==> config.mk <==
export PLATFORM = sky130hd
export DESIGN_NAME = pause_frame_gen
export DESIGN_NICKNAME = d
export VERILOG_FILES = /design/src/rtl/pfg_pkg.sv /design/src/rtl/pfg_crc32.sv /design/src/rtl/pfg_field_mux.sv /design/src/rtl/pause_frame_gen.sv
export SDC_FILE = /design/constraint.sdc
export NUM_CORES = 1
export LEC_CHECK = 0
export ABC_AREA = 1
export BUFFER_PORTS_ARGS = -buffer_cell sky130_fd_sc_hd__buf_2
export CAP_MARGIN = 20
export CORE_MARGIN = 10
export CORE_UTILIZATION = 50
export DETAILED_ROUTE_END_ITERATION = 10
export PLACE_DENSITY = 0.71
export SKIP_CTS_REPAIR_TIMING = 1
export SYNTH_ARGS = -nofsm -noshare
export SYNTH_HDL_FRONTEND = slang
export SYNTH_SLANG_ARGS = --single-unit
==> constraint.sdc <==
create_clock -name clk -period 3.29 [get_ports clk]
set_input_delay 0.1645 -clock clk [delete_from_list [all_inputs] [get_ports clk]]
set_output_delay 0.1645 -clock clk [all_outputs]
set_load 0.02 [all_outputs]
==> src/rtl/pfg_pkg.sv <==
`timescale 1ns/1ps
package pfg_pkg;
   localparam int PRIO_N     = 8;
   localparam int QSEL_W     = $clog2(PRIO_N);
   localparam int FRAME_LEN  = 64;
   localparam int BODY_LEN   = 60;
   localparam int IDX_W      = $clog2(FRAME_LEN);
   localparam int TMR_FIRST  = 18;
   localparam int TMR_LAST   = TMR_FIRST + 2 * PRIO_N - 1;

   localparam logic [47:0] CTRL_DST_ADDR = 48'h0180C2000001;
   localparam logic [15:0] CTRL_ETYPE    = 16'h8808;
   localparam logic [31:0] CRC_POLY_REF  = 32'hEDB88320;

   typedef struct packed {
      logic              pfc;
      logic              xon;
      logic [47:0]       src;
      logic [15:0]       quanta;
      logic [QSEL_W-1:0] qnum;
      logic [PRIO_N-1:0] mask;
   } pfg_cfg_t;

   function automatic logic [31:0] crc_step(logic [31:0] c_in, logic [7:0] d);
      logic [31:0] c;
      c = c_in ^ {24'h0, d};
      for (int b = 0; b < 8; b++) begin
         c = c[0] ? ((c >> 1) ^ CRC_POLY_REF) : (c >> 1);
      end
      return c;
   endfunction
endpackage

==> src/rtl/pfg_crc32.sv <==
`timescale 1ns/1ps
module pfg_crc32 (
   input  logic        clk,
   input  logic        rst_n,
   input  logic        clear,
   input  logic        en,
   input  logic [7:0]  data,
   output logic [31:0] crc
);
   import pfg_pkg::*;

   always_ff @(posedge clk) begin
      if (!rst_n || clear) begin
         crc <= '1;
      end else if (en) begin
         crc <= crc_step(crc, data);
      end
   end
endmodule

==> src/rtl/pfg_field_mux.sv <==
`timescale 1ns/1ps
module pfg_field_mux
   import pfg_pkg::*;
(
   input  pfg_cfg_t         cfg,
   input  logic [IDX_W-1:0] idx,
   output logic [7:0]       byte_o
);
   logic [15:0]       timer_w [PRIO_N];
   logic [PRIO_N-1:0] en_vec;
   logic [IDX_W-1:0]  toff;
   logic [15:0]       tsel;

   generate
      for (genvar n = 0; n < PRIO_N; n++) begin : g_tmr
         assign timer_w[n] = (!cfg.xon && cfg.qnum == QSEL_W'(n)) ? cfg.quanta : 16'h0000;
         assign en_vec[n]  = cfg.xon ? cfg.mask[n] : (cfg.qnum == QSEL_W'(n));
      end
   endgenerate

   assign toff = idx - IDX_W'(TMR_FIRST);
   assign tsel = timer_w[toff[QSEL_W:1]];

   always_comb begin
      byte_o = 8'h00;
      if (idx < IDX_W'(6)) begin
         byte_o = 8'(CTRL_DST_ADDR >> (8 * (5 - int'(idx))));
      end else if (idx < IDX_W'(12)) begin
         byte_o = 8'(cfg.src >> (8 * (11 - int'(idx))));
      end else if (idx == IDX_W'(12)) begin
         byte_o = CTRL_ETYPE[15:8];
      end else if (idx == IDX_W'(13)) begin
         byte_o = CTRL_ETYPE[7:0];
      end else if (idx == IDX_W'(14)) begin
         byte_o = cfg.pfc ? 8'h01 : 8'h00;
      end else if (idx == IDX_W'(15)) begin
         byte_o = 8'h01;
      end else if (idx == IDX_W'(16)) begin
         byte_o = (cfg.pfc || cfg.xon) ? 8'h00 : cfg.quanta[15:8];
      end else if (idx == IDX_W'(17)) begin
         if (cfg.pfc)       byte_o = 8'(en_vec);
         else if (!cfg.xon) byte_o = cfg.quanta[7:0];
      end else if (cfg.pfc && idx <= IDX_W'(TMR_LAST)) begin
         byte_o = idx[0] ? tsel[7:0] : tsel[15:8];
      end
   end
endmodule

==> src/rtl/pause_frame_gen.sv <==
`timescale 1ns/1ps
module pause_frame_gen
   import pfg_pkg::*;
#(
   parameter int NUM_PRIO = 8,
   parameter int BYTE_W   = 8
)(
   input  logic                        clk,
   input  logic                        rst_n,
   input  logic                        req_valid,
   output logic                        req_ready,
   input  logic                        req_pfc,
   input  logic                        req_xon,
   input  logic [47:0]                 cfg_src_addr,
   input  logic [15:0]                 cfg_quanta,
   input  logic [$clog2(NUM_PRIO)-1:0] cfg_qnum,
   input  logic [NUM_PRIO-1:0]         cfg_prio_mask,
   output logic                        out_valid,
   input  logic                        out_ready,
   output logic [BYTE_W-1:0]           out_data,
   output logic                        out_sop,
   output logic                        out_eop
);
   localparam logic [IDX_W-1:0] LAST_IDX = IDX_W'(FRAME_LEN - 1);
   localparam logic [IDX_W-1:0] FCS_IDX  = IDX_W'(BODY_LEN);

   generate
      if (NUM_PRIO != PRIO_N) begin : g_bad_prio
         $error("pause_frame_gen: NUM_PRIO must be 8");
      end
      if (BYTE_W != 8) begin : g_bad_width
         $error("pause_frame_gen: BYTE_W must be 8");
      end
   endgenerate

   logic             busy_q;
   logic [IDX_W-1:0] idx_q;
   pfg_cfg_t         cfg_q;
   logic             accept, xfer;
   logic [7:0]       body_byte, fcs_byte;
   logic [31:0]      crc_q, fcs;

   assign accept = req_valid && !busy_q;
   assign xfer   = busy_q && out_ready;

   always_ff @(posedge clk) begin
      if (!rst_n) begin
         busy_q <= 1'b0;
         idx_q  <= '0;
         cfg_q  <= '0;
      end else if (accept) begin
         busy_q <= 1'b1;
         idx_q  <= '0;
         cfg_q  <= '{pfc: req_pfc, xon: req_xon, src: cfg_src_addr,
                     quanta: cfg_quanta, qnum: cfg_qnum, mask: cfg_prio_mask};
      end else if (xfer) begin
         if (idx_q == LAST_IDX) begin
            busy_q <= 1'b0;
            idx_q  <= '0;
         end else begin
            idx_q <= idx_q + 1'b1;
         end
      end
   end

   pfg_field_mux u_mux (
      .cfg    (cfg_q),
      .idx    (idx_q),
      .byte_o (body_byte)
   );

   pfg_crc32 u_crc (
      .clk   (clk),
      .rst_n (rst_n),
      .clear (accept),
      .en    (xfer && idx_q < FCS_IDX),
      .data  (body_byte),
      .crc   (crc_q)
   );

   assign fcs      = ~crc_q;
   assign fcs_byte = 8'(fcs >> {idx_q[1:0], 3'b000});

   assign req_ready = !busy_q;
   assign out_valid = busy_q;
   assign out_data  = (idx_q >= FCS_IDX) ? fcs_byte : body_byte;
   assign out_sop   = busy_q && idx_q == '0;
   assign out_eop   = busy_q && idx_q == LAST_IDX;


   hold_on_stall_chk: assert property (@(posedge clk) disable iff (!rst_n)
      out_valid && !out_ready |=> out_valid && $stable(out_data) && $stable(out_sop) && $stable(out_eop));


   idle_after_last_chk: assert property (@(posedge clk) disable iff (!rst_n)
      out_valid && out_ready && out_eop |=> !out_valid);


   no_early_drop_chk: assert property (@(posedge clk) disable iff (!rst_n)
      out_valid && !(out_ready && out_eop) |=> out_valid);


   start_after_accept_chk: assert property (@(posedge clk) disable iff (!rst_n)
      req_valid && req_ready |=> out_valid && out_sop && !req_ready);


   marker_excl_chk: assert property (@(posedge clk) disable iff (!rst_n)
      out_valid |-> !(out_sop && out_eop));
endmodule

==> results of run 1 <==
[power groups by stage]
stage | Combinational (uW) | Clock [uW] | Sequential [uW]
5_1_grt | 830 | 2060 | 1580
3_5_place_dp | 676 | 0 | 1600
4_1_cts | 683 | 2000 | 1570
6_report | 745 | 1990 | 1570
3_3_place_gp | 671 | 0 | 1600
2_1_floorplan | 495 | 0 | 1570
[synth_stat cells, types with 2 or more instances]
cell type / number
a211oi_1: 5
a21oi_1: 81
a22oi_1: 3
a31oi_1: 6
buf_1: 3
buf_2: 10
buf_6: 2
clkbuf_1: 39
dfxtp_1: 116
ha_1: 12
inv_1: 76
inv_2: 11
nand2_1: 219
nand2_2: 23
nand2_4: 4
nand3_1: 68
nand3_2: 4
nand4_1: 2
nor2_1: 200
nor2_4: 4
nor3_1: 12
o211ai_1: 8
o21ai_0: 135
o21ai_1: 12
o22ai_1: 9
xnor2_1: 4
xor2_1: 27
xor2_2: 4
[worst max-delay path by stage]
stage | depth (start not counted) | to | startpoint | slack [ns]
2_1_floorplan | 23 | u_crc.crc[6]$_SDFFE_PP1P_ | idx_q[2]$_SDFFE_PP0P_ | 0.30
3_3_place_gp | 22 | u_crc.crc[29]$_SDFFE_PP1P_ | idx_q[3]$_SDFFE_PP0P_ | 0.21
3_5_place_dp | 22 | u_crc.crc[29]$_SDFFE_PP1P_ | idx_q[3]$_SDFFE_PP0P_ | 0.17
4_1_cts | 22 | u_crc.crc[29]$_SDFFE_PP1P_ | idx_q[3]$_SDFFE_PP0P_ | 0.15
5_1_grt | 25 | u_crc.crc[19]$_SDFFE_PP1P_ | idx_q[2]$_SDFFE_PP0P_ | -0.008
6_report | 21 | u_crc.crc[25]$_SDFFE_PP1P_ | idx_q[3]$_SDFFE_PP0P_ | 0.30
[tightest hold or removal path, cell delays in order]
cell,delay (ns)
buf_2,0.08
nor2_1,0.03
nor2_1,0.08
[cell type report]
cell class | instances | area (um^2)
Fill cell | 1271 | 5010
Tap cell | 180 | 225
Inverter | 87 | 329
Sequential cell | 116 | 2330
Clock buffer | 18 | 439
Clock inverter | 14 | 190
Timing Repair Buffer | 161 | 1100
Multi-Input combinational cell | 852 | 4260
[routing by layer]
metal	global-route usage (%)	share of wire [%]
met1	29.8	45
met2	32.3	45
met3	5.27	8.5
met4	6.26	1.5
met5	0	0
[registers in the layout, indices dropped and copies added (netlist names)]
signal,count
cfg_q,77
u_crc.crc,32
idx_q,6
out_valid,1
[stage by stage]
stage | util, % | power, uW | worst slack, ns
floorplan | - | 2070 | 0.301
global placement | 55.8 | 2270 | 0.209
detailed placement | 55.8 | 2270 | 0.170
CTS | 60.3 | 4250 | 0.155
global route | 63.9 | 4470 | -0.00760
finish | 63.9 | 4310 | 0.297
[cells by family (layout without fill, tap and decap cells)]
| kind of cell | after synthesis | count (layout) | share of synthesized area, % |
|---|---|---|---|
| flip-flops | 116 | 116 | 32.7 |
| AND/OR/NAND/NOR | 541 | 541 | 32.4 |
| adder cells (fa/ha/maj) | 12 | 12 | 2.11 |
| AO/OA/AOI/OAI | 263 | 263 | 19.8 |
| XOR/XNOR | 36 | 36 | 5.12 |
| buffers and inverters | 142 | 280 | 7.94 |
[cells in the final DEF, fill, tap and decap left out, types with 9 or more instances in the layout]
master / count
dfxtp_1: 112
nor2_1: 199
o22ai_1: 9
dlygate4sd3_1: 43
buf_4: 24
ha_1: 12
nand3_1: 68
o21ai_1: 12
xor2_1: 27
a21oi_1: 81
clkbuf_16: 17
nand2_1: 219
nor3_1: 12
inv_1: 76
nand2_2: 20
buf_2: 92
o21ai_0: 135
inv_2: 10
==> out/metrics.yaml, run 1 <==
status:
  outcome: "complete, but fails checks"
  failed_checks: "hold timing"
worst_setup_path:
  timing.critical_path.required_ns: 3.66
  cpLargestDelayFamily: "simple AND/OR/NAND/NOR gates"
  element_type_at_the_critical_path_start: "flip-flop"
  timing_worst_setup_path_type: "flip-flop to flip-flop"
  setup.worst_path.end_class: "flip-flop"
  worst_path_max_delay_cell: "dfxtp_2"
  critical_path.n_buffers_inverters: 3
  critical_path_arrival_ns: 3.36
  worstReg2RegEnd: "u_crc.crc[25]$_SDFFE_PP1P_"
  crit_chain: "inv_1 -> ha_1 -> inv_1 -> o21ai_0 -> nand3_1 -> nand3_1 -> nor2_1 -> nand3_1 -> nand2_1 -> nand2_1 -> nand2_1 -> nand2_1 -> nand3_2 -> nand3_2 -> nand3_2 -> nand2_4 -> xor2_2 -> inv_1 -> nand2_1 -> nand3_1 -> nand2_1"
  r2r.worst_path.cells: 21
  timing.rr.start: "idx_q[3]$_SDFFE_PP0P_"
  critPathMaxStageDelay_ns: 0.36
  rrSetupSlack_ns: 0.30
  cp_max_fo: 9
  path_common_cell: "nand2_1"
routing:
  wire_per_inst_um: 15.8
  routed-via-count: 7676
  vias_per_cell: 5.38
  detailedRoute.firstIterationViolations: 859
  routed_wirelength_mm: 22.5
  drt_pass1_iterations: 6
  post_drt_antenna_nets: 0
  route.detailed.drc: 0
floorplan:
  coreArea_um2: 13900
  fp.dieW_um: 139
  i_o_pins: 93
  floorplan.initialDensity_pct: 51.2
  row_count: 43
  dieHeight_um: 139
  design.die.area_um2: 19400
finish:
  area_delta_synth_final_pct: 24.8
  nNetsFinal: 1328
  layout-drive-gt1-share_pct: 17.0
  post-route-cell-area_um2: 8870
  n_antenna_cell: 0
  post_layout_nonfiller_instances: 1428
pwr:
  sw_frac_of_total_pct: 29.9
  power_switching_uw: 1290
  cellInternalPower_uw: 3020
  power.leakage_uw: 0.00422
  power_frac_clock_pct: 46.2
  vdd.ir_drop.worst_v: 0.000451
  p_seq_share_pct: 36.4
  pwr-share-comb_pct: 17.3
  p_per_area_nw_per_um2: 485
sta:
  max_freq_mhz: 334
  setup_viol: 0
  worst-slew-pin-transition_ns: 0.607
  slew-limit-headroom_pct: 59.5
  hold_viol_final: 18
  timing.clock.skew_ns: 0.00890
  slew_viol_final: 0
  post-route-period-util_pct: 91.0
  hold_ws_ns: -0.0378
  total_negative_slack_for_setup_checks_ns: 0
  finalCriticalPeriod_ns: 2.99
synthesis:
  synthFlopType: "dfxtp_1"
  synth_seq_cells: 116
  synth-warning-count: 0
  synth-edff-count: 0
  mappedNetlistNets: 1203
  synthArstFlopShare_pct: 0
  netlist-cell-type-count: 39
  postSynthCellCount: 1110
  syn_avg_cell_area_um2: 6.41
  mappedNetlistArea_um2: 7110
  synth_top_cell_by_area: "dfxtp_1"
  post_synth_main_area_contributors: "dfxtp_1 33%, nand2_1 12%, nor2_1 11%"
  sequential_element_share_of_the_synthesized_area_pct: 32.7
  synth.top_cell.area_share_pct: 32.7
hold_path:
  min_delay_path_depth: 3
  min_to: "cfg_q[27]$_SDFFE_PN0P_"
  hold_class: "input pin to flip-flop"
  beginning_of_the_worst_hold_path: "cfg_src_addr[0]"
global_route:
  initial_antenna_violation_count: 0
  grt_max_degree: 77
  number_of_global_route_vias_before_repair: 6987
  grt_first_pass_wirelength_mm: 35.1
  globalRoute.totalOverflow: 0
  grtUsageTotal_pct: 21.6
cts:
  clk_pin_slew_worst_paths_ns: 0.06
  clock_path_buffers: 2
  numCtsBuffers: 17
  clk_root_buffer_cell: "clkbuf_16"
  clkLatencyLatePin_ns: 0.43
  h-tree-depth: 4
  sink_count: 116
  tritoncts: "done"
placement:
  placement.cell_area_um2: 7750
  io_buffer_count: 92
  dpl.hpwl_mm: 15.6
  gpl.final_weighted_congestion: 0.933
  placed_cells_incl_taps: 1351
run:
  max-cap-violations: 0
No activity file was read; power rests on OpenSTA's default activity.
==> run 2: changes to the inputs <==
- CELL_PAD_IN_SITES_DETAIL_PLACEMENT: default -> 1
- CELL_PAD_IN_SITES_GLOBAL_PLACEMENT: default -> 1
- CORE_UTILIZATION: 50 -> 41
- CTS_CLUSTER_DIAMETER: default -> 120
- PLACE_DENSITY: 0.71 -> default
- PLACE_DENSITY_LB_ADDON: default -> 0.1
==> out/metrics.yaml, run 2 (synthesis results as in run 1) <==
pwr:
  power.leakage_uw: 0.00424  # +0.55%
  vdd.ir_drop.worst_v: 0.000388  # -14%
  p_per_area_nw_per_um2: 476  # -2.0%
global_route:
  grt_max_degree: 78  # +1.3%
  globalRoute.totalOverflow: 0  # unchanged
  initial_antenna_violation_count: 1  # +1
  number_of_global_route_vias_before_repair: 8007  # +15%
  grt_first_pass_wirelength_mm: 41.3  # +18%
  grtUsageTotal_pct: 22.6  # +1.1 points
routing:
  drt_pass1_iterations: 5  # -1
  route.detailed.drc: 0  # unchanged
  vias_per_cell: 5.28  # -1.7%
  wire_per_inst_um: 18.1  # +15%
  detailedRoute.firstIterationViolations: 389  # -55%
  post_drt_antenna_nets: 0  # unchanged
  routed_wirelength_mm: 26.9  # +19%
  routed-via-count: 7840  # +2.1%
sta:
  setup_viol: 0  # unchanged
  max_freq_mhz: 332  # -0.55%
  slew_viol_final: 0  # unchanged
  hold_viol_final: 7  # -11
  slew-limit-headroom_pct: 37.4  # -22 points
  total_negative_slack_for_setup_checks_ns: 0  # unchanged
  post-route-period-util_pct: 91.5  # +0.51 points
  timing.clock.skew_ns: 0.00963  # +0.000730 ns
  worst-slew-pin-transition_ns: 0.938  # +0.331 ns
  finalCriticalPeriod_ns: 3.01  # +0.0166 ns
  hold_ws_ns: -0.0313  # +0.00653 ns
  grt_setup_unrepaired: "no"
status:
  failed_checks: "hold timing"
  outcome: "complete, but fails checks"
floorplan:
  floorplan.initialDensity_pct: 41.4  # -9.8 points
  row_count: 48  # +12%
  design.die.area_um2: 23000  # +19%
  fp.dieW_um: 152  # +8.9%
  i_o_pins: 93  # unchanged
  dieHeight_um: 152  # +8.9%
  coreArea_um2: 17200  # +24%
finish:
  largest_register_by_flop_count: "cfg_q"
  area_delta_synth_final_pct: 26.8
  largest_reg_flops: 77  # unchanged
  reg.largest.list: "cfg_q x77, u_crc.crc x32, idx_q x6"
  final_common_cell: "nand2_1"
  final_cell_mix: "218 x nand2_1, 198 x nor2_1, 135 x o21ai_0, 114 x dfxtp_1, 92 x buf_2"
  nNetsFinal: 1338  # +0.75%
  layout-drive-gt1-share_pct: 17.1  # +0.10 points
  post_layout_nonfiller_instances: 1484  # +3.9%
worst_setup_path:
  critical_path_arrival_ns: 2.84  # -0.52 ns
  setup.worst_path.end_class: "primary output"
  worstReg2RegEnd: "u_crc.crc[19]$_SDFFE_PP1P_"
  timing_worst_setup_path_type: "flip-flop to primary output"
  crit_end: "out_data[6]"
  timing.critical_path.required_ns: 3.13  # -0.53 ns
  setup.worst_path.start: "idx_q[2]$_SDFFE_PP0P_"
  timing.rr.start: "idx_q[2]$_SDFFE_PP0P_"
  cp_max_fo: 12  # +3
  element_type_at_the_critical_path_start: "flip-flop"
  rrSetupSlack_ns: 0.31  # about the same
  r2r.worst_path.cells: 23  # +9.5%
cts:
  clkLatencyLatePin_ns: 0.43  # about the same
  sink_count: 116  # unchanged
  clock_path_buffers: 2  # unchanged
  h-tree-depth: 4  # unchanged
  clk_pin_slew_worst_paths_ns: 0.06  # about the same
  clk_root_buffer_cell: "clkbuf_16"
  numCtsBuffers: 17  # unchanged
  tritoncts: "done"
placement:
  gpl.final_weighted_congestion: 0.932  # about the same
  dpl.hpwl_mm: 18.7  # +20%
  io_buffer_count: 92  # unchanged
  placed_cells_incl_taps: 1396  # +3.3%
run:
  max-cap-violations: 0  # unchanged
hold_path:
  hold_class: "input pin to flip-flop"
==> run 2: changes by cell type in the layout (fill, tap and decap cells not counted), sizes merged <==
cell / change
inv: -2
clkinvlp: +1
diode: +1
dlygate4sd3: +12
clkinv: +2
buf: -2
bufinv: -1
==> run 2: worst min path at each step <==
stage,depth (start not counted),end,start
6_report,3,cfg_q[33]$_SDFFE_PN0P_,cfg_src_addr[6]
2_1_floorplan,2,cfg_q[12]$_SDFFE_PN0P_,cfg_quanta[1]
4_1_cts,3,cfg_q[55]$_SDFFE_PN0P_,cfg_src_addr[28]
3_5_place_dp,3,cfg_q[55]$_SDFFE_PN0P_,cfg_src_addr[28]
3_3_place_gp,3,cfg_q[63]$_SDFFE_PN0P_,cfg_src_addr[36]
5_1_grt,3,cfg_q[1]$_SDFFE_PN0P_,cfg_prio_mask[1]
==> run 2: metrics by stage <==
step / area [um^2] / setup slack (ns) / total power [uW] / util (%) / hold slack (ns)
CTS: 8410 / 0.0730 / 4250 / 49.0 / -0.0573
global placement: 7800 / 0.0600 / 2290 / 45.4 / 0.388
global route: 9020 / 0.00745 / 4490 / 52.5 / -0.00288
detailed placement: 7800 / 0.111 / 2300 / 45.4 / 0.394
floorplan: 7110 / 0.301 / 2070 / - / 0.299
finish: 9020 / 0.281 / 4290 / 52.5 / -0.0313
==> run 2: layer usage <==
metal | up-vias | wire (um) | global-route usage, %
met5 | - | 0 | 0
met4 | 0 | 708 | 8.29
met2 | 168 | 12900 | 37.0
met1 | 3741 | 12100 | 28.4
met3 | 43 | 1250 | 5.26
li1 | 3888 | - | -
==> run 2: report_power, final <==
part           switching (uW)  internal (uW)  leakage [uW]
Sequential               73.2           1500      0.000958
Clock                     779           1160      0.000291
Combinational             492            287       0.00299
Total                    1340           2950       0.00424
==> run 2: critical path, cell delays in order, from the launching register on <==
cell and delay, ns:
dfxtp_1 0.31, inv_1 0.08, buf_4 0.19, ha_2 0.24, nand4_1 0.24, inv_2 0.25, o21ai_0 0.14, nand2_1 0.08
inv_1 0.04, nand2_1 0.07, nand2_1 0.09, nand2_1 0.12, nand2_1 0.11, a22oi_1 0.23, buf_2 0.22
==> run 2: layout make-up <==
| class | instances | area [um^2] |
|---|---|---|
| Clock buffer | 18 | 439 |
| Tap cell | 225 | 282 |
| Antenna cell | 1 | 2.50 |
| Clock inverter | 14 | 165 |
| Multi-Input combinational cell | 852 | 4290 |
| Inverter | 87 | 327 |
| Fill cell | 2318 | 8160 |
| Sequential cell | 116 | 2320 |
| Timing Repair Buffer | 171 | 1190 |
